[config.mk]
export PLATFORM = sky130hd
export DESIGN_NAME = hwlk_bank
export DESIGN_NICKNAME = d
export VERILOG_FILES = /design/src/rtl/hwlk_pkg.sv /design/src/rtl/hwlk_addr_dec.sv /design/src/rtl/hwlk_flag_array.sv /design/src/rtl/hwlk_bank.sv
export SDC_FILE = /design/constraint.sdc
export NUM_CORES = 1
export LEC_CHECK = 0
export CAP_MARGIN = 20
export CORE_MARGIN = 10
export CORE_UTILIZATION = 40
export CTS_BUF_LIST = sky130_fd_sc_hd__clkbuf_2
export DETAILED_ROUTE_END_ITERATION = 12
export HOLD_SLACK_MARGIN = 0.08
export PLACE_DENSITY = 0.82
export SLEW_MARGIN = 40
export SYNTH_ARGS = -nofsm -noshare
export SYNTH_HDL_FRONTEND = slang
export SYNTH_HIERARCHICAL = 1
export SYNTH_SLANG_ARGS = --single-unit
[constraint.sdc]
create_clock -name clk -period 3 [get_ports clk]
set_input_delay 0.6 -clock clk [delete_from_list [all_inputs] [get_ports clk]]
set_output_delay 0.6 -clock clk [all_outputs]
set_load 0.01 [all_outputs]
[src/rtl/hwlk_pkg.sv]
package hwlk_pkg;
  localparam int unsigned LOCK_BASE   = 32'h800;
  localparam int unsigned STATUS_ADDR = 32'h014;
  localparam int unsigned SIZE_LSB    = 24;

  function automatic int unsigned lock_count(input int unsigned size_code);
    return size_code * 32;
  endfunction

  function automatic logic [31:0] status_word(input int unsigned size_code);
    return {8'(size_code), 24'h0};
  endfunction
endpackage

[src/rtl/hwlk_addr_dec.sv]
module hwlk_addr_dec #(
  parameter int unsigned ADDR_W    = 12,
  parameter int unsigned NUM_LOCKS = 32,
  localparam int unsigned IDX_W    = $clog2(NUM_LOCKS)
) (
  input  logic [ADDR_W-1:0] addr,
  output logic              is_lock,
  output logic              is_status,
  output logic [IDX_W-1:0]  idx
);
  localparam logic [ADDR_W-1:0] BASE_A = ADDR_W'(hwlk_pkg::LOCK_BASE);
  localparam logic [ADDR_W-1:0] END_A  = ADDR_W'(hwlk_pkg::LOCK_BASE + 4 * NUM_LOCKS);
  localparam logic [ADDR_W-1:0] STAT_A = ADDR_W'(hwlk_pkg::STATUS_ADDR);

  logic [ADDR_W-1:0] offset;

  always_comb begin
    offset    = addr - BASE_A;
    is_lock   = (addr >= BASE_A) && (addr < END_A) && (addr[1:0] == 2'b00);
    is_status = (addr == STAT_A);
    idx       = offset[IDX_W+1:2];
  end
endmodule

[src/rtl/hwlk_flag_array.sv]
module hwlk_flag_array #(
  parameter int unsigned NUM_MASTERS = 2,
  parameter int unsigned NUM_LOCKS   = 32,
  localparam int unsigned IDX_W      = $clog2(NUM_LOCKS)
) (
  input  logic                   clk,
  input  logic                   rst_n,
  input  logic [NUM_MASTERS-1:0] rd_en,
  input  logic [NUM_MASTERS-1:0] rel_en,
  input  logic [IDX_W-1:0]       idx [NUM_MASTERS],
  output logic [NUM_MASTERS-1:0] rd_old,
  output logic [NUM_LOCKS-1:0]   lock_state
);
  logic [NUM_LOCKS-1:0] acq_mask;
  logic [NUM_LOCKS-1:0] rel_mask;

  // a reader loses if the lock was held or a lower-numbered master reads it now
  always_comb begin
    for (int m = 0; m < NUM_MASTERS; m++) begin
      rd_old[m] = lock_state[idx[m]];
      for (int j = 0; j < NUM_MASTERS; j++) begin
        if (j < m && rd_en[j] && idx[j] == idx[m]) rd_old[m] = 1'b1;
      end
    end
  end

  always_comb begin
    acq_mask = '0;
    rel_mask = '0;
    for (int m = 0; m < NUM_MASTERS; m++) begin
      if (rd_en[m] && !lock_state[idx[m]]) acq_mask[idx[m]] = 1'b1;
      if (rel_en[m])                       rel_mask[idx[m]] = 1'b1;
    end
  end

  always_ff @(posedge clk) begin
    if (!rst_n) lock_state <= '0;
    else        lock_state <= (lock_state & ~rel_mask) | acq_mask;
  end
endmodule

[src/rtl/hwlk_bank.sv]
module hwlk_bank #(
  parameter int unsigned NUM_MASTERS = 2,
  parameter int unsigned SIZE_CODE   = 1,
  parameter int unsigned ADDR_W      = 12,
  localparam int unsigned NUM_LOCKS  = hwlk_pkg::lock_count(SIZE_CODE),
  localparam int unsigned IDX_W      = $clog2(NUM_LOCKS)
) (
  input  logic                          clk,
  input  logic                          rst_n,
  input  logic [NUM_MASTERS-1:0]        req,
  input  logic [NUM_MASTERS-1:0]        we,
  input  logic [NUM_MASTERS*ADDR_W-1:0] addr,
  input  logic [NUM_MASTERS*32-1:0]     wdata,
  output logic [NUM_MASTERS-1:0]        ack,
  output logic [NUM_MASTERS*32-1:0]     rdata
);
  localparam logic [31:0] STATUS_VAL = hwlk_pkg::status_word(SIZE_CODE);

  logic [NUM_MASTERS-1:0] is_lock, is_status, rd_en, rel_en, rd_old;
  logic [IDX_W-1:0]       idx [NUM_MASTERS];
  logic [NUM_LOCKS-1:0]   lock_state;
  logic [31:0]            rdata_d [NUM_MASTERS];

  for (genvar m = 0; m < NUM_MASTERS; m++) begin : g_port
    hwlk_addr_dec #(.ADDR_W(ADDR_W), .NUM_LOCKS(NUM_LOCKS)) dec_i (
      .addr      (addr[m*ADDR_W +: ADDR_W]),
      .is_lock   (is_lock[m]),
      .is_status (is_status[m]),
      .idx       (idx[m])
    );

    assign rd_en[m]  = req[m] && !we[m] && is_lock[m];
    assign rel_en[m] = req[m] &&  we[m] && is_lock[m] && (wdata[m*32 +: 32] == 32'h0);

    always_comb begin
      if (!req[m] || we[m]) rdata_d[m] = 32'h0;
      else if (is_lock[m])  rdata_d[m] = {31'h0, rd_old[m]};
      else if (is_status[m]) rdata_d[m] = STATUS_VAL;
      else                  rdata_d[m] = 32'h0;
    end

    always_ff @(posedge clk) begin
      if (!rst_n) begin
        ack[m]             <= 1'b0;
        rdata[m*32 +: 32]  <= 32'h0;
      end else begin
        ack[m]             <= req[m];
        rdata[m*32 +: 32]  <= rdata_d[m];
      end
    end
  end

  hwlk_flag_array #(.NUM_MASTERS(NUM_MASTERS), .NUM_LOCKS(NUM_LOCKS)) flags_i (
    .clk        (clk),
    .rst_n      (rst_n),
    .rd_en      (rd_en),
    .rel_en     (rel_en),
    .idx        (idx),
    .rd_old     (rd_old),
    .lock_state (lock_state)
  );
endmodule

==> results <==
-- power breakdown --
group          switching, W  total, W  internal [W]
Combinational      0.000161  0.000326      0.000165
Sequential      0.000000397  0.000508      0.000508
Clock              0.000196  0.000336      0.000140
-- layout make-up --
| type | instances | area share, % |
|---|---|---|
| inverter | 3 | 0.234 |
| multi-input combinational | 341 | 50.2 |
| sequential | 38 | 15.8 |
| clock buffer | 5 | 0.520 |
| tap | 108 | 2.81 |
| clock inverter | 3 | 0.936 |
| timing repair buffer | 149 | 29.4 |
-- layout by cell type (no fill, tap or decap), types with 4 or more instances in the layout --
| master | netlist | routed |
|---|---|---|
| nor4_1 | 12 | 12 |
| nor2_1 | 19 | 19 |
| o2111ai_1 | 7 | 7 |
| o221ai_1 | 29 | 29 |
| nand4_4 | 5 | 5 |
| nand2_1 | 29 | 29 |
| dfxtp_1 | 38 | 38 |
| mux4_2 | 5 | 5 |
| nand3_1 | 30 | 30 |
| or2_2 | 6 | 6 |
| nor3b_1 | 5 | 5 |
| nand2b_1 | 6 | 6 |
| nor4_2 | 6 | 6 |
| nor3_1 | 9 | 8 |
| and3b_1 | 6 | 6 |
| clkbuf_2 | 0 | 5 |
| o21ai_1 | 5 | 5 |
| xor2_1 | 4 | 4 |
| conb_1 | 1 | 60 |
| and2_1 | 4 | 4 |
| buf_12 | 0 | 4 |
| a22oi_1 | 23 | 23 |
| and3_1 | 7 | 7 |
| buf_4 | 71 | 46 |
| clkdlybuf4s50_1 | 0 | 99 |
| a31oi_1 | 4 | 4 |
| mux2i_1 | 15 | 15 |
-- cells by family after synthesis --
logic type      count (synthesis)  share of synthesized area [%]
compound gates                 84                           19.7
xor+xnor                        5                           1.21
flops                          38                           21.1
simple gates                  168                           29.9
buf+inv                       101                           18.2
other cells                     1                          0.104
mux                            24                           9.78
-- flip-flops by register name, summed over array words and instances, names as in the netlist --
name,count
ack,2
rdata,4
flags_i/lock_state,32
-- through the flow --
stage / hold slack, ps / setup slack [ps] / utilization (%)
2_1_floorplan: 463 / 20.3 / -
3_3_place_gp: 495 / -201 / 54.0
3_5_place_dp: 511 / -360 / 54.0
4_1_cts: 559 / 103 / 54.8
5_1_grt: 590 / -1.20 / 54.9
6_report: 550 / 165 / 54.9
-- routing by layer --
metal  part of all wire [%]  global-route usage (%)  up-vias
met3                     10                    4.32       76
met4                    4.3                    8.66        0
met2                     51                    34.2      318
met1                     35                    21.2     1848
met5                      0                       0        -
li1                       -                       -     1734
-- repair_timing --
item,CTS,global route
setup buffers,0,0
setup endpoints to repair,0,16
resized for setup,0,1
-- path summary, 6_finish.rpt --
check / from / to / slack [ps] / cells after the start
max: addr[1] / flags_i/lock_state[24] / 160 / 10
min reg2reg: flags_i/lock_state[14] / flags_i/lock_state[14] / 550 / 2
min: flags_i/lock_state[14] / flags_i/lock_state[14] / 550 / 2
max reg2reg: flags_i/lock_state[18] / flags_i/lock_state[1] / 840 / 6
-- critical path, delay by kind of cell --
family                 cells  cell delay [ps]
and+or+nand+nor            6             1670
buffers and inverters      2              640
AOI/OAI and AO/OA          2              220
==> results.txt <==
Clk_skew = 15.9 ps
CTS root buf = clkbuf_2
Crit path capture type = register
Register area = 761 um^2
Cts hold-fix bufs = 0
Clock sinks = 38
Placer Congestion = 0.997
IO Port Bufs = 99
Synthesized instance count = 421
Die Y = 115 um
DIE WIDTH = 115 um
Area share of the largest cell type after synthesis = 21.1%
Vias = 3,976
Share of cells above drive strength 1 = 17.1%
Required time of the critical path = 3300 ps
Die ar. = 0.0132 mm^2
Max-cap violations = 0
Setup TNS = 0 ps
Crit-path cells = clkdlybuf4s50_1 > or4_1 > nor3_2 > nand4_1 > nor4_2 > nor3b_1 > buf_4 > a22oi_1 > nand3_1 > o221ai_1
# IOs = 160
Area growth from synthesis to layout = 33.3%
Fin crit period = 2840 ps
Asr flop ratio synth = 0%
Synth Cell Area = 0.00361 mm^2
Final Hold Fails = 0
Status = finished, final reports clean
Vias in the first global route = 4,064
Area of the multi-input gates = 0.00242 mm^2
Final instance area = 0.00481 mm^2
DR iter-0 viols = 439
Global route overflow = 0
Placed inst area = 0.00474 mm^2
H-tree levels = 2
VDD IR-drop max = 0.000130 V
Most numerous cell in the Yosys netlist = buf_4
Worst slew margin = 59.6%
Antenna violations before repair = 0
Synth unique cells = 56
Row cnt = 34
Min-Delay Path Class = reg -> reg
Post-synth top flop = dfxtp_1
Total wire length = 13,600 um
Synth top cells by count = 71 x buf_4, 38 x dfxtp_1, 30 x nand3_1
Post-Syn Area per Cell = 8.57 um^2
First-pass GRT wire length = 20,800 um
Routed vias/inst = 6.15
LEAKAGE = 1.76 nW
CTS max path bufs = 2
Setup violations, final = 0
Pin count of the biggest net entering global routing = 36
Fmax achieved = 0.353 GHz
Worst path max stage delay = 570 ps
Startpoint Class = input pin
DRC errors left = 0
Core Area = 0.00876 mm^2
Final ANT Viol Nets = 0
Tot GR Track Use = 19.2%
Non-Filler Instances = 647
Final HPWL DP = 10,400 um
FILL cells = 783
Worst-path maximum fanout = 8
Number of synthesized flops with an enable pin = 0
Initial Util = 41.2%
Synth Register Bits = 38
YS warnings = 6
Worst-Margin Slew = 600 ps
Worst path slowest cell = or4_1
Yosys top cell by area = dfxtp_1
CTS tree = built
Nets@finish = 632
Design Power = 0.00117 W
Main area contributors after synthesis = dfxtp_1 21%, buf_4 15%, o221ai_1 7.0%
DRT Pass-1 Iters = 5
Max-slew violation count = 0
Clk_lat worst skew = 410 ps
TritonCTS buffer count = 5
Cell count after placement = 639
Crit path DAT = 3140 ps
N_diodes = 0
Worst Setup Path Type = in -> reg
PwrDens = 243 mW/mm^2
Seq/Total Area, Yosys = 21.1%
Routed len/inst = 21.0 um
CTS clock-pin slew for the worst setup and hold paths = 220 ps
Final Cycle Share = 94.5%
Note: power is estimated with default switching activity, not from simulation.
